## src/rtl/err_classifier_pkg.sv

```systemverilog
package err_classifier_pkg;
    localparam int DEV_W     = 4;
    localparam int DEV_COR   = 0;
    localparam int DEV_NF    = 1;
    localparam int DEV_FATAL = 2;
    localparam int DEV_UR    = 3;

    localparam int SEV_W     = 3;
    localparam int SEV_COR   = 0;
    localparam int SEV_NF    = 1;
    localparam int SEV_FATAL = 2;

    typedef enum logic [1:0] {
        SEL_COR = 2'd0,
        SEL_UNC = 2'd1,
        SEL_DEV = 2'd2
    } clr_sel_e;
endpackage

```

## src/rtl/err_event_filter.sv

```systemverilog
module err_event_filter #(
    parameter int                STAT_W  = 32,
    parameter logic [STAT_W-1:0] COR_SUP = 32'h0000_F1C1,
    parameter logic [STAT_W-1:0] UNC_SUP = 32'h03FF_F030
) (
    input  logic [STAT_W-1:0] raw_status,
    input  logic              is_cor,
    output logic [STAT_W-1:0] filt_status,
    output logic              single_bit
);
    always_comb begin
        filt_status = raw_status & (is_cor ? COR_SUP : UNC_SUP);
        single_bit  = (|filt_status) && ((filt_status & (filt_status - 1'b1)) == '0);
    end
endmodule

```

## src/rtl/err_severity_decide.sv

```systemverilog
module err_severity_decide
    import err_classifier_pkg::*;
#(
    parameter int STAT_W  = 32,
    parameter int ADV_BIT = 13,
    parameter int UR_BIT  = 20
) (
    input  logic [STAT_W-1:0] st,
    input  logic              is_cor,
    input  logic              adv_ok,
    input  logic [STAT_W-1:0] unc_mask,
    input  logic [STAT_W-1:0] unc_sev,
    input  logic [STAT_W-1:0] cor_mask,
    input  logic              en_cor,
    input  logic              en_nf,
    input  logic              en_fatal,
    input  logic              en_ur,
    input  logic              en_serr,
    output logic [STAT_W-1:0] cor_set,
    output logic [STAT_W-1:0] unc_set,
    output logic [DEV_W-1:0]  dev_set,
    output logic [SEV_W-1:0]  sev,
    output logic              log_en
);
    logic is_ur, fatal, cor_hit, unc_hit, ur_block;

    always_comb begin
        is_ur    = !is_cor && st[UR_BIT];
        fatal    = |(st & unc_sev);
        cor_hit  = |(st & cor_mask);
        unc_hit  = |(st & unc_mask);
        ur_block = is_ur && !en_ur;
        cor_set  = '0;
        unc_set  = '0;
        dev_set  = '0;
        sev      = '0;
        log_en   = 1'b0;
        if (is_cor) begin
            cor_set          = st;
            dev_set[DEV_COR] = 1'b1;
            if (!cor_hit && en_cor) sev[SEV_COR] = 1'b1;
        end else if (!fatal && adv_ok) begin
            cor_set[ADV_BIT] = 1'b1;
            dev_set[DEV_COR] = 1'b1;
            dev_set[DEV_UR]  = is_ur;
            if (!cor_mask[ADV_BIT]) begin
                unc_set = st;
                log_en  = !unc_hit;
                if (en_cor && !ur_block) sev[SEV_COR] = 1'b1;
            end
        end else begin
            unc_set         = st;
            dev_set[DEV_UR] = is_ur;
            if (fatal) dev_set[DEV_FATAL] = 1'b1;
            else       dev_set[DEV_NF]    = 1'b1;
            if (!unc_hit) begin
                log_en = 1'b1;
                if (!(ur_block && !en_serr)) begin
                    if (fatal && (en_serr || en_fatal))      sev[SEV_FATAL] = 1'b1;
                    else if (!fatal && (en_serr || en_nf))   sev[SEV_NF]    = 1'b1;
                end
            end
        end
    end
endmodule

```

## src/rtl/err_classifier.sv

```systemverilog
module err_classifier
    import err_classifier_pkg::*;
#(
    parameter int                STAT_W  = 32,
    parameter int                RID_W   = 16,
    parameter int                ADV_BIT = 13,
    parameter int                HLO_BIT = 15,
    parameter int                UR_BIT  = 20,
    parameter logic [STAT_W-1:0] COR_SUP = 32'h0000_F1C1,
    parameter logic [STAT_W-1:0] UNC_SUP = 32'h03FF_F030
) (
    input  logic              clk,
    input  logic              rst_n,
    input  logic              ev_valid,
    output logic              ev_ready,
    input  logic [STAT_W-1:0] ev_status,
    input  logic              ev_is_cor,
    input  logic              ev_adv_ok,
    input  logic [RID_W-1:0]  ev_req_id,
    input  logic [STAT_W-1:0] cfg_unc_mask,
    input  logic [STAT_W-1:0] cfg_unc_sev,
    input  logic [STAT_W-1:0] cfg_cor_mask,
    input  logic              en_cor_rpt,
    input  logic              en_nf_rpt,
    input  logic              en_fatal_rpt,
    input  logic              en_ur_rpt,
    input  logic              en_syserr,
    input  logic              wr_en,
    input  logic [1:0]        wr_sel,
    input  logic [STAT_W-1:0] wr_data,
    output logic [STAT_W-1:0] cor_status,
    output logic [STAT_W-1:0] unc_status,
    output logic [DEV_W-1:0]  dev_status,
    output logic              msg_valid,
    output logic [SEV_W-1:0]  msg_sev,
    output logic [RID_W-1:0]  msg_req_id,
    output logic              log_valid,
    output logic [STAT_W-1:0] log_bit,
    output logic [RID_W-1:0]  log_req_id,
    input  logic              log_ovf
);
    localparam logic [STAT_W-1:0] HLO_VEC = STAT_W'(1) << HLO_BIT;

    typedef struct packed {
        logic [STAT_W-1:0] cor;
        logic [STAT_W-1:0] unc;
        logic [DEV_W-1:0]  dev;
        logic              mv;
        logic [SEV_W-1:0]  ms;
        logic [RID_W-1:0]  mr;
        logic              pend;
    } state_t;

    state_t st_d, st_q;

    logic [STAT_W-1:0] filt_st, cur_st, cor_set, unc_set;
    logic [STAT_W-1:0] clr_cor, clr_unc;
    logic [DEV_W-1:0]  dev_set, clr_dev;
    logic [SEV_W-1:0]  sev;
    logic [RID_W-1:0]  cur_rid;
    logic              single, cur_cor, cur_adv, take, log_en;

    err_event_filter #(
        .STAT_W (STAT_W),
        .COR_SUP(COR_SUP),
        .UNC_SUP(UNC_SUP)
    ) u_filter (
        .raw_status (ev_status),
        .is_cor     (ev_is_cor),
        .filt_status(filt_st),
        .single_bit (single)
    );

    always_comb begin
        if (st_q.pend) begin
            cur_st  = HLO_VEC;
            cur_cor = 1'b1;
            cur_adv = 1'b0;
            cur_rid = '0;
            take    = 1'b1;
        end else begin
            cur_st  = filt_st;
            cur_cor = ev_is_cor;
            cur_adv = ev_adv_ok;
            cur_rid = ev_req_id;
            take    = ev_valid && single;
        end
    end

    err_severity_decide #(
        .STAT_W (STAT_W),
        .ADV_BIT(ADV_BIT),
        .UR_BIT (UR_BIT)
    ) u_decide (
        .st      (cur_st),
        .is_cor  (cur_cor),
        .adv_ok  (cur_adv),
        .unc_mask(cfg_unc_mask),
        .unc_sev (cfg_unc_sev),
        .cor_mask(cfg_cor_mask),
        .en_cor  (en_cor_rpt),
        .en_nf   (en_nf_rpt),
        .en_fatal(en_fatal_rpt),
        .en_ur   (en_ur_rpt),
        .en_serr (en_syserr),
        .cor_set (cor_set),
        .unc_set (unc_set),
        .dev_set (dev_set),
        .sev     (sev),
        .log_en  (log_en)
    );

    always_comb begin
        ev_ready   = !st_q.pend;
        log_valid  = take && log_en;
        log_bit    = cur_st;
        log_req_id = cur_rid;
        clr_cor    = (wr_en && wr_sel == SEL_COR) ? wr_data : '0;
        clr_unc    = (wr_en && wr_sel == SEL_UNC) ? wr_data : '0;
        clr_dev    = (wr_en && wr_sel == SEL_DEV) ? wr_data[DEV_W-1:0] : '0;
        st_d       = st_q;
        st_d.cor   = (st_q.cor & ~clr_cor) | (take ? cor_set : '0);
        st_d.unc   = (st_q.unc & ~clr_unc) | (take ? unc_set : '0);
        st_d.dev   = (st_q.dev & ~clr_dev) | (take ? dev_set : '0);
        st_d.mv    = take && (|sev);
        st_d.ms    = take ? sev : '0;
        st_d.mr    = take ? cur_rid : st_q.mr;
        st_d.pend  = log_valid && log_ovf;
    end

    always_ff @(posedge clk or negedge rst_n) begin
        if (!rst_n) st_q <= '0;
        else        st_q <= st_d;
    end

    assign cor_status = st_q.cor;
    assign unc_status = st_q.unc;
    assign dev_status = st_q.dev;
    assign msg_valid  = st_q.mv;
    assign msg_sev    = st_q.ms;
    assign msg_req_id = st_q.mr;
endmodule

```

## config.mk

```make
export PLATFORM = sky130hd
export DESIGN_NAME = err_classifier
export DESIGN_NICKNAME = d
export VERILOG_FILES = /design/src/rtl/err_classifier_pkg.sv /design/src/rtl/err_event_filter.sv /design/src/rtl/err_severity_decide.sv /design/src/rtl/err_classifier.sv
export SDC_FILE = /design/constraint.sdc
export NUM_CORES = 1
export LEC_CHECK = 0
export BUFFER_PORTS_ARGS = -buffer_cell sky130_fd_sc_hd__clkbuf_2
export CAP_MARGIN = 30
export CORE_MARGIN = 8
export CORE_UTILIZATION = 47
export DETAILED_ROUTE_END_ITERATION = 12
export MAX_ROUTING_LAYER = met4
export PLACE_DENSITY = 0.81
export SYNTH_ARGS = -nofsm -noshare
export SYNTH_HDL_FRONTEND = slang
export SYNTH_HIERARCHICAL = 1
export SYNTH_SLANG_ARGS = --single-unit
```

## constraint.sdc

```tcl
create_clock -name clk -period 3.4 [get_ports clk]
set_clock_uncertainty 0.05 [all_clocks]
set_input_delay 0.34 -clock clk [delete_from_list [all_inputs] [get_ports clk]]
set_output_delay 0.34 -clock clk [all_outputs]
set_load 0.02 [all_outputs]
```

; Word-level counts from Yosys, hierarchy flattened
; Cells that the tools add are included.
[word_totals]
regBits = 89
wordCells = 98
[op_classes]
add_sub_neg = 1
n_eq_ne = 2
n_mux = 41
bitwise = 14
n_reduce_logical = 33
[op_table]
columns = operator, count
row1 = $mux 32, 8
row2 = $and 32x32->32, 7
row3 = $reduce_or 32->1, 4
row4 = $not 32->32, 2
row5 = $or 32x32->32, 2
row6 = $logic_not 32->1, 1
row7 = $sub 32x1->32 const B, 1
row8 = $mux 26, 1
row9 = $mux 1, 20
row10 = $mux 18, 1
row11 = $logic_and 1x1->1, 16
row12 = $mux 16, 1
row13 = $mux 13, 1
row14 = $mux 2, 5
row15 = $logic_not 1->1, 8
row16 = $mux 4, 2
row17 = $mux 3, 2
row18 = $and 4x4->4, 1
row19 = $not 4->4, 1
row20 = $or 4x4->4, 1
row21 = $reduce_or 3->1, 1
row22 = $eq 2x1->1 const B, 1
row23 = $eq 2x2->1 const B, 1
row24 = $logic_not 2->1, 1
row25 = $logic_or 1x1->1, 2

; Depth between registers and ports, before layout
; Gate-level depths: netlist of the first run.
[logic_depth]
word_depth = 15
ltp_mapped = 11

; By module
; The synthesis of the first run kept the hierarchy.
[by_module_without_submodules]
columns = mod, instances, cells_each, area_per_inst_um2
row1 = err_classifier, 1, 462, 5062.4
row2 = err_severity_decide, 1, 160, 1144.8
row3 = err_event_filter, 1, 83, 528.0

; Worst setup path after synthesis of the first run
; OpenSTA, ideal clock, no wires.
[synth_timing]
path_type = input to output
startpoint = in ev_is_cor
endpoint = out log_valid
arrival_time_ns = 2.448
required_time_ns = 3.010
setup_slack_ns = 0.562
path_stages = 10
path_buffers = 2
path_cell_list = buf_1 > clkbuf_1 > and2_1 > nor2b_1 > a22oi_1 > nand2_1 > nor4_4 > and2_2 > a31oi_1 > and2_1
[synth_via]
elab_chain_cells = 10
[synth_lines]
columns = element, line
row1 = "start, declared", err_classifier.sv:17  ; input logic ev_is_cor,
row2 = $mux 26 *, err_event_filter.sv:12  ; filt_status = raw_status & (is_cor ? COR_SUP : UNC_SUP);
row3 = $and 32x32->32 *, err_event_filter.sv:12
row4 = via filt_st[6], err_classifier.sv:56  ; logic [STAT_W-1:0] filt_st, cur_st, cor_set, unc_set;
row5 = $mux 32 *, err_classifier.sv:75  ; if (st_q.pend) begin
row6 = via log_bit[6], err_classifier.sv:38  ; output logic [STAT_W-1:0] log_bit,
row7 = $and 32x32->32 (on tied branches), "err_severity_decide.sv:31, err_severity_decide.sv:29"
row8 = $reduce_or 32->1 (on tied branches), "err_severity_decide.sv:31, err_severity_decide.sv:29"
row9 = $logic_not 1->1 (on tied branches), "err_severity_decide.sv:48, err_severity_decide.sv:42"
row10 = $mux 1 / $logic_and 1x1->1 (equally long branches), "err_severity_decide.sv:46, err_severity_decide.sv:42"
row11 = $mux 1 *, err_severity_decide.sv:42  ; end else if (!fatal && adv_ok) begin
row12 = $mux 1 *, err_severity_decide.sv:38  ; if (is_cor) begin
row13 = via log_en, err_classifier.sv:61  ; logic single, cur_cor, cur_adv, take, log_en;
row14 = $logic_and 1x1->1 *, err_classifier.sv:115  ; log_valid = take && log_en;
row15 = "end, declared", err_classifier.sv:37  ; output logic log_valid,
; Mark *: on every way through the listed nets, which the timed path passes. The rest lies on a longest branch.

; Final worst setup path of the first run
[layout_timing]
startpoint = reg st_q[0] in the netlist's numbering
endpoint = out log_valid
[layout_via]
elab_chain_cells = 8
[layout_lines]
columns = element, line
row1 = "start, declared", err_classifier.sv:54  ; state_t st_d, st_q;
row2 = "start signal, assigned", err_classifier.sv:133  ; else st_q <= st_d;
row3 = $mux 32, err_classifier.sv:75
row4 = $and 32x32->32 (on tied branches), "err_severity_decide.sv:31, err_severity_decide.sv:29"
row5 = $reduce_or 32->1 (on tied branches), "err_severity_decide.sv:31, err_severity_decide.sv:29"
row6 = $logic_not 1->1 (on tied branches), "err_severity_decide.sv:48, err_severity_decide.sv:42"
row7 = $mux 1 / $logic_and 1x1->1 (equally long branches), "err_severity_decide.sv:46, err_severity_decide.sv:42"
row8 = $mux 1, err_severity_decide.sv:42
row9 = $mux 1 *, err_severity_decide.sv:38
row10 = via log_en, err_classifier.sv:61
row11 = $logic_and 1x1->1 *, err_classifier.sv:115
; Marks and branches as above.

==> results of run 1 <==
[per-stage QoR]
stage               total power [W]  std cells  hold slack [ps]  util, %
finish                      0.00272       1094              177     58.0
global route                0.00283       1094              177     58.0
CTS                         0.00272       1093              166     57.9
detailed placement          0.00176       1076              232     55.8
global placement            0.00174       1074              432     55.4
floorplan                   0.00151        716            -5.59        -
[timing repair]
item,in CTS,in global routing
hold buffers,1,0
endpoints found under the setup margin,0,1
resized for setup,0,1
endpoints found under the hold margin,24,0
[cell type report]
type | count | area, um^2 | share of cell area, %
inverters | 3 | 11.3 | 0.139
well taps | 180 | 225 | 2.79
clock buffers | 10 | 229 | 2.83
repair buffers | 338 | 1850 | 22.9
flip-flops and latches | 89 | 2230 | 27.6
multi-input cells | 468 | 3490 | 43.2
clock inverters | 6 | 50.0 | 0.619
[kinds of logic (layout without fill, tap and decap cells)]
family	after synthesis	in the layout	share of synthesized area (%)
buffers and inverters	159	357	15.8
and+or+nand+nor	278	278	29.6
AOI/OAI and AO/OA	178	178	21.4
other	1	12	0.0557
DFF	89	89	33.1
[per-layer routing]
layer,part of all wire (%),wire [um],up-vias
met1,41,10700,3122
met4,1.9,501,0
met5,0,0,-
li1,-,-,2903
met2,48,12700,368
met3,9.2,2420,31
[power by group]
part | internal [W] | switching [W]
Sequential | 0.00109 | 0.0000154
Combinational | 0.000278 | 0.000389
Clock | 0.000505 | 0.000450
[worst paths after layout]
| check | start | to | slack, ps | depth (start not counted) |
|---|---|---|---|---|
| setup / recovery | st_q[0] | log_valid | 130 | 7 |
| hold / removal | ev_req_id[2] | msg_req_id[2] | 180 | 3 |
| setup reg to reg | st_q[0] | unc_status[21] | 570 | 9 |
| hold reg to reg | unc_status[15] | unc_status[15] | 450 | 1 |
| max in group asynchronous | rst_n | msg_req_id[7] | 2070 | 4 |
| min in group asynchronous | rst_n | msg_sev[1] | 400 | 2 |
[cells in the mapped netlist (2+ instances only)]
cell	n	area, um^2
o21ai_1	2	10.0
nor2_1	7	26.3
a22o_2	2	20.0
nor4_4	2	42.5
nor4_1	2	12.5
a221oi_1	10	87.6
nand4bb_1	32	360
a21oi_1	22	110
clkbuf_1	32	120
o21ai_0	7	35.0
a211oi_1	2	15.0
buf_4	105	788
and3_1	2	12.5
a31oi_1	5	31.3
and2_1	55	344
dfrtp_1	89	2230
buf_2	7	35.0
nand3_1	22	110
buf_6	9	101
and4_1	4	35.0
a22oi_1	25	188
and2_4	16	140
nor3_1	10	50.1
nand2_1	13	48.8
a22o_1	76	666
and2_2	3	22.5
a21bo_2	16	160
buf_1	3	11.3
or2_2	2	12.5
nor2b_1	61	382
nand4_1	4	25.0
inv_1	3	11.3
nor3b_1	2	15.0
nand4b_1	36	315
[sequential cells by signal (all words and copies together) (netlist names)]
signal and flops:
unc_status 32, dev_status 4, msg_sev 3, st_q 1, msg_valid 1, cor_status 32
msg_req_id 16
[critical path, cell delays in order (launching register included)]
cell,delay [ps]
dfrtp_4,600
nor2b_1,730
a22oi_1,190
and4_1,290
and2_2,210
a31oi_1,190
and2_1,140
clkbuf_2,170
==> impl_metrics.py, run 1 <==
metrics = {
    "placement": {
        "placed_area_mm2": 0.00777,
        "dp_slack_ps": 439,
        "globalplace.congestion": 0.924,
        "dp_hpwl_um": 20500,
        "portBuffers": 303,
    },
    "sta": {
        "fin_tns_setup_ps": 0,
        "relSlewSlack_pct": 13.0,
        "final_max_slew_viol_count": 0,
        "period_share_pct": 96.2,
        "final.setup.worst_slack_ps": 129,
        "fmax_ghz": 0.306,
        "setup_viol": 0,
        "tightest_slew_ps": 1300,
        "layout_min_cycle_time_ps": 3270,
        "grt_setup_unrepaired": "false",
        "finalHoldViolCount": 0,
    },
    "yosys": {
        "synthFlopType": "dfrtp_1",
        "yosysUniqueCellTypes": 51,
        "synthCells": 705,
        "ys_ff_latch": 89,
        "async_flop_share_pct": 100,
        "postSynthAreaPerCell_um2": 9.55,
        "yosys_warnings": 6,
        "synth_edf_count": 0,
        "syn_area_mm2": 0.00674,
        "ys_seq_area_share_pct": 33.1,
    },
    "clock_network": {
        "cts_tree": "built",
        "insertion_delay_ps": 340,
        "path_clk_slew_ps": 70,
        "cts.sinks": 89,
        "post_cts_buffers": 0,
        "cts_buffers": 9,
        "htreeDepth": 3,
        "cts.root.buffer_cell": "clkbuf_16",
        "clock_path_buffers": 2,
    },
    "global_routing": {
        "grt_pass1_vias": 6356,
        "grt_usage_pct": 28.2,
        "met1_usage_pct": 35.3,
        "busiest_layer": "met2",
        "grt_use_met3_pct": 6.79,
        "antenna_found_initial": 0,
        "grt_pass1_wl_um": 38500,
        "met2_usage_pct": 44.4,
        "grt_overflow": 0,
        "grt_max_degree": 69,
    },
    "routing": {
        "drc": 0,
        "drtPass1Iterations": 6,
        "vias_per_cell": 5.87,
        "drt-total-wl_um": 26300,
        "dr_total_vias": 6424,
        "wire_per_inst_um": 24.0,
        "ant_nets": 0,
        "drtIter0Drc": 484,
    },
    "power": {
        "ir_drop_mv": 0.251,
        "power.leakage_nw": 4.04,
        "power_density_mw_per_mm2": 337,
    },
    "floorplanning": {
        "rows": 43,
        "fp.dieW_um": 136,
        "start_util_pct": 48.3,
        "dieHeight_um": 136,
        "core-area_mm2": 0.0139,
        "die_area_mm2": 0.0184,
        "design.portCount": 328,
    },
    "outcome": {
        "status": "complete, no violations",
    },
    "hold_path": {
        "min_path_type": "in -> reg",
    },
    "critical_path": {
        "critPathKind": "reg -> out",
        "worstPathRequired_ps": 3010,
        "cp.arrival_ps": 2880,
        "cp_max_fo": 24,
        "cp-start-kind": "register",
        "end_kind": "output port",
    },
    "run": {
        "maxCapViolCount": 0,
    },
    "cells_and_area": {
        "syn2layout_area_growth_pct": 20.0,
        "drive_above_1_share_pct": 44.0,
        "fillCellCount": 1282,
        "diodes": 0,
        "fin_nets": 1099,
        "mostFrequentLayoutCell": "clkbuf_2",
        "final_cell_mix": "302 x clkbuf_2, 88 x dfrtp_1, 76 x a22o_1",
        "final_area_mm2": 0.00809,
    },
}
No activity file was read; power rests on OpenSTA's default activity.
==> inputs of run 2 (changes only) <==
--- a/config.mk
+++ b/config.mk
@@ -8,10 +8,10 @@
 export BUFFER_PORTS_ARGS = -buffer_cell sky130_fd_sc_hd__clkbuf_2
 export CAP_MARGIN = 30
 export CORE_MARGIN = 8
-export CORE_UTILIZATION = 47
+export CORE_UTILIZATION = 35
 export DETAILED_ROUTE_END_ITERATION = 12
 export MAX_ROUTING_LAYER = met4
-export PLACE_DENSITY = 0.81
+export RECOVER_POWER = 50
 export SYNTH_ARGS = -nofsm -noshare
 export SYNTH_HDL_FRONTEND = slang
 export SYNTH_HIERARCHICAL = 1
==> impl_metrics.py, run 2 (same netlist as run 1, synthesis figures left out) <==
metrics = {
    "routing": {
        "drtIter0Drc": 416,
        "drt-total-wl_um": 28400,
        "drc": 0,
        "wire_per_inst_um": 24.7,
        "vias_per_cell": 5.48,
        "dr_total_vias": 6297,
        "drtPass1Iterations": 5,
        "ant_nets": 0,
    },
    "floorplanning": {
        "rows": 50,
        "design.portCount": 328,
        "fp.dieW_um": 155,
        "start_util_pct": 35.9,
        "die_area_mm2": 0.0239,
        "dieHeight_um": 155,
        "core-area_mm2": 0.0188,
    },
    "hold_path": {
        "hold_depth": 3,
        "min_path_type": "in -> reg",
        "hold_path_end": "msg_req_id[8]",
        "hp-start": "ev_req_id[8]",
    },
    "clock_network": {
        "post_cts_buffers": 0,
        "insertion_delay_ps": 350,
        "cts.root.buffer_cell": "clkbuf_16",
        "cts.sinks": 89,
        "htreeDepth": 3,
        "hold_buffers": 0,
        "path_clk_slew_ps": 70,
        "cts_buffers": 9,
        "post_cts_resized": 0,
        "clock_path_buffers": 2,
        "cts_tree": "built",
    },
    "global_routing": {
        "grt_overflow": 0,
        "grt_pass1_vias": 6434,
        "antenna_found_initial": 4,
        "grt_pass1_wl_um": 41800,
        "grt_usage_pct": 23.9,
        "grt_max_degree": 69,
    },
    "critical_path": {
        "r2r_start": "st_q[0]",
        "cp-start-kind": "register",
        "worstPathRequired_ps": 3010,
        "r2r_cells": 9,
        "r2r_end": "unc_status[23]",
        "r2r_slack_ps": 480,
        "cp_max_fo": 23,
        "end_kind": "output port",
        "cp.arrival_ps": 2880,
        "critPathKind": "reg -> out",
        "startpoint": "st_q[0]",
    },
    "cells_and_area": {
        "fin_nets": 1099,
        "mostFrequentLayoutCell": "clkbuf_2",
        "drive_above_1_share_pct": 38.4,
        "final_cell_mix": "252 x clkbuf_2, 88 x dfrtp_1, 76 x a22o_1",
        "final_core_util_pct": 42.9,
        "syn2layout_area_growth_pct": 19.5,
        "final_area_mm2": 0.00805,
        "fillCellCount": 1929,
    },
    "placement": {
        "globalplace.congestion": 0.926,
        "dp_slack_ps": 251,
        "dp_hpwl_um": 22000,
        "placed_area_mm2": 0.00784,
        "portBuffers": 303,
    },
    "sta": {
        "final_max_slew_viol_count": 114,
        "final.setup.worst_slack_ps": 134,
        "grt_setup_unrepaired": "false",
        "setup_viol": 0,
        "period_share_pct": 96.0,
        "fin_tns_setup_ps": 0,
        "fmax_ghz": 0.306,
        "relSlewSlack_pct": -39.2,
        "finalHoldViolCount": 0,
        "layout_min_cycle_time_ps": 3270,
        "tightest_slew_ps": 2090,
    },
    "power": {
        "ir_drop_mv": 0.219,
        "power_density_mw_per_mm2": 343,
        "power_switching_w": 0.000896,
        "comb_power_share_pct": 23.7,
        "power_frac_seq_pct": 39.9,
        "clockPowerShare_pct": 36.4,
        "power.leakage_nw": 3.86,
        "internal_power_w": 0.00186,
        "swShare_pct": 32.5,
    },
    "outcome": {
        "violations": "max-capacitance violations, max-slew violations",
        "status": "complete, but fails checks",
    },
    "run": {
        "maxCapViolCount": 2,
    },
}
-- run 2: cell types whose count changed in the layout (fill, tap and decap cells not counted), sizes merged --
| cell | change |
|---|---|
| diode | +2 |
| dlygate4sd3 | -1 |
| clkinvlp | -1 |
| buf | -2 |
| inv | +2 |
| clkbuf | +2 |
-- run 2: layout make-up --
| type | count | area (um^2) | share of cell area (%) |
|---|---|---|---|
| clock buffer | 9 | 225 | 2.80 |
| inverter | 3 | 11.3 | 0.140 |
| multi-input combinational | 468 | 3490 | 43.3 |
| sequential | 89 | 2230 | 27.7 |
| timing repair buffer | 338 | 1740 | 21.6 |
| antenna | 2 | 5.00 | 0.0622 |
| tap | 234 | 293 | 3.64 |
| clock inverter | 7 | 58.8 | 0.730 |
-- run 2: metal layers --
metal  vias to the layer above  wire [um]  global-route usage [%]
li1                       2914          -                       -
met1                      3085      12500                    30.1
met4                         0        402                    5.83
met2                       278      13600                    38.2
met3                        20       1980                    5.54
met5                         -          0                       -
-- run 2: worst max-delay path, stage by stage (launching register included) --
cell and delay [ps]:
dfrtp_2 580, buf_4 290, nor2b_1 320, buf_4 240
a22oi_1 90, and4_1 220, and2_2 210, a31oi_1 200
and2_1 180, clkbuf_2 170
-- run 2: worst max path at each step --
stage	to	slack, ps	cells after the start
after global placement	unc_status[24]	320	11
after global routing	log_valid	20	9
final	log_valid	130	9
after detailed placement	unc_status[23]	250	11
after CTS	log_valid	120	8
after floorplan	log_valid	560	10
-- run 2: power groups by stage --
stage               clock network, W  logic, W  registers [W]
finish                       0.00100  0.000655        0.00110
global route                 0.00107  0.000708        0.00110
CTS                          0.00103  0.000644        0.00110
detailed placement                 0  0.000642        0.00112
global placement                   0  0.000636        0.00112
floorplan                          0  0.000392        0.00112
-- run 2: stage by stage --
stage / std cells / power [W] / hold WS, ps
after detailed placement: 1132 / 0.00176 / 433
after global placement: 1131 / 0.00176 / 433
after floorplan: 716 / 0.00151 / -5.59
after global routing: 1150 / 0.00289 / 167
after CTS: 1148 / 0.00277 / 65.6
final: 1150 / 0.00276 / 170
==> inputs of run 3 (changes only) <==
--- a/config.mk
+++ b/config.mk
@@ -7,10 +7,13 @@
 export LEC_CHECK = 0
 export BUFFER_PORTS_ARGS = -buffer_cell sky130_fd_sc_hd__clkbuf_2
 export CAP_MARGIN = 30
+export CELL_PAD_IN_SITES_DETAIL_PLACEMENT = 0
+export CELL_PAD_IN_SITES_GLOBAL_PLACEMENT = 1
 export CORE_MARGIN = 8
-export CORE_UTILIZATION = 35
+export CORE_UTILIZATION = 34
 export DETAILED_ROUTE_END_ITERATION = 12
 export MAX_ROUTING_LAYER = met4
+export PLACE_DENSITY_LB_ADDON = 0.1
 export RECOVER_POWER = 50
 export SYNTH_ARGS = -nofsm -noshare
 export SYNTH_HDL_FRONTEND = slang
==> impl_metrics.py, run 3 (same netlist as run 1, synthesis figures left out) <==
metrics = {
    "cells_and_area": {
        "drive_above_1_share_pct": 35.2,
        "fillCellCount": 2067,
        "fin_nets": 1101,
        "final_cell_mix": "222 x clkbuf_2, 88 x dfrtp_1, 83 x clkbuf_1",
        "syn2layout_area_growth_pct": 19.9,
        "mostFrequentLayoutCell": "clkbuf_2",
        "stdcell_count": 1183,
        "final_area_mm2": 0.00808,
    },
    "critical_path": {
        "r2r_end": "unc_status[18]",
        "slowest_delay_ps": 570,
        "r2r_slack_ps": 610,
        "startpoint": "st_q[0]",
        "critPathTopFamily": "simple AND/OR/NAND/NOR gates",
        "cp_max_fo": 29,
        "cp-start-kind": "register",
        "cpMaxStageDelayCell": "dfrtp_2",
        "endpoint": "log_valid",
        "path_buf_inv": 2,
        "r2r_start": "st_q[0]",
        "cp_cell_sequence": "buf_4 -> nor2b_1 -> a22oi_1 -> and4_1 -> and2_2 -> a31oi_1 -> and2_1 -> clkbuf_2",
        "r2r_cells": 8,
        "worstPathRequired_ps": 3010,
        "cp.arrival_ps": 2930,
        "crit_cells": 8,
        "critPathKind": "reg -> out",
        "end_kind": "output port",
    },
    "clock_network": {
        "insertion_delay_ps": 340,
        "cts.sinks": 89,
        "htreeDepth": 3,
        "cts_tree": "built",
        "cts.root.buffer_cell": "clkbuf_16",
        "path_clk_slew_ps": 70,
        "post_cts_resized": 0,
        "post_cts_buffers": 0,
        "cts_buffers": 9,
        "hold_buffers": 0,
        "clock_path_buffers": 2,
    },
    "sta": {
        "grt_setup_unrepaired": "false",
        "finalHoldViolCount": 0,
        "fmax_ghz": 0.301,
        "tightest_slew_ps": 2110,
        "fin_tns_setup_ps": 0,
        "layout_min_cycle_time_ps": 3320,
        "relSlewSlack_pct": -40.6,
        "period_share_pct": 97.7,
        "setup_viol": 0,
        "final_max_slew_viol_count": 117,
        "final.setup.worst_slack_ps": 79.6,
    },
    "outcome": {
        "status": "complete, but fails checks",
        "violations": "max-capacitance violations, max-slew violations",
    },
    "placement": {
        "placed_cells_incl_taps": 1163,
        "dp_slack_ps": 371,
        "dp_hpwl_um": 22200,
        "portBuffers": 303,
        "placed_area_mm2": 0.00787,
        "globalplace.congestion": 0.855,
    },
    "global_routing": {
        "grt_overflow": 0,
        "grt_max_degree": 71,
        "antenna_found_initial": 1,
        "grt_pass1_wl_um": 42300,
        "grt_pass1_vias": 6717,
        "grt_usage_pct": 23.7,
    },
    "floorplanning": {
        "dieHeight_um": 157,
        "rows": 51,
        "core-area_mm2": 0.0195,
        "fp.dieW_um": 157,
        "die_area_mm2": 0.0246,
        "design.portCount": 328,
        "start_util_pct": 34.6,
    },
    "routing": {
        "highest_layer": "met4",
        "wl_met1_um": 12800,
        "drtPass1Iterations": 4,
        "wl_met3_um": 2160,
        "drt-total-wl_um": 29000,
        "wl_met2_um": 13700,
        "dr_total_vias": 6332,
        "vias_per_cell": 5.35,
        "ant_nets": 0,
        "wire_per_inst_um": 24.5,
        "drtIter0Drc": 450,
        "drc": 0,
    },
    "power": {
        "internal_power_w": 0.00193,
        "power_switching_w": 0.000863,
        "power.leakage_nw": 3.77,
        "swShare_pct": 30.9,
        "comb_power_share_pct": 23.6,
        "power_density_mw_per_mm2": 345,
        "ir_drop_mv": 0.194,
        "power_frac_seq_pct": 39.5,
        "clockPowerShare_pct": 36.9,
    },
    "hold_path": {
        "min_path_type": "in -> reg",
        "hold_depth": 3,
    },
    "run": {
        "maxCapViolCount": 2,
    },
}
==> run 3: cell count changes in the layout (fill, tap and decap cells not counted), sizes merged <==
cell,before,now
clkinv,1,2
dlygate4sd3,0,1
bufinv,0,1
buf,33,35
inv,8,5
==> run 3: final cells by class <==
type                       instances  area, um^2  area share, %
tap                              265         332           4.11
multi-input combinational        468        3490           43.2
timing repair buffer             340        1720           21.3
antenna                            2        5.00         0.0620
sequential                        89        2230           27.6
clock inverter                     6        65.1          0.806
clock buffer                      10         229           2.84
inverter                           3        11.3          0.139
==> run 3: worst min path at each step <==
stage | start | to | slack [ps]
after detailed placement | cor_status[7] | cor_status[7] | 430
after CTS | rst_n | unc_status[5] | 110
final | ev_req_id[12] | msg_req_id[12] | 180
after global placement | cor_status[6] | cor_status[6] | 430
after floorplan | rst_n | cor_status[0] | -6
after global routing | ev_req_id[1] | msg_req_id[1] | 180
==> run 3: routing by layer <==
layer | GRT usage [%] | vias to the layer above
li1 | - | 2910
met1 | 29.8 | 3133
met2 | 37.8 | 265
met3 | 5.87 | 24
met4 | 5.35 | 0
met5 | - | -
==> run 3: worst min-delay path, cell delays in order <==
cell and delay [ps]:
clkbuf_2 90, nand3_1 50, a21oi_1 50
==> run 3: power by group through the flow <==
| stage | Sequential, W | Combinational [W] | Clock [W] |
|---|---|---|---|
| floorplan | 0.00112 | 0.000392 | 0 |
| global placement | 0.00112 | 0.000636 | 0 |
| detailed placement | 0.00112 | 0.000647 | 0 |
| CTS | 0.00110 | 0.000648 | 0.00105 |
| global route | 0.00110 | 0.000708 | 0.00109 |
| finish | 0.00110 | 0.000659 | 0.00103 |
==> run 3: through the flow <==
stage / hold slack [ps] / utilization, % / power [W]
floorplan: -5.59 / - / 0.00151
global placement: 431 / 40.3 / 0.00176
detailed placement: 432 / 40.4 / 0.00177
CTS: 112 / 41.9 / 0.00280
global route: 181 / 41.5 / 0.00290
finish: 177 / 41.5 / 0.00279
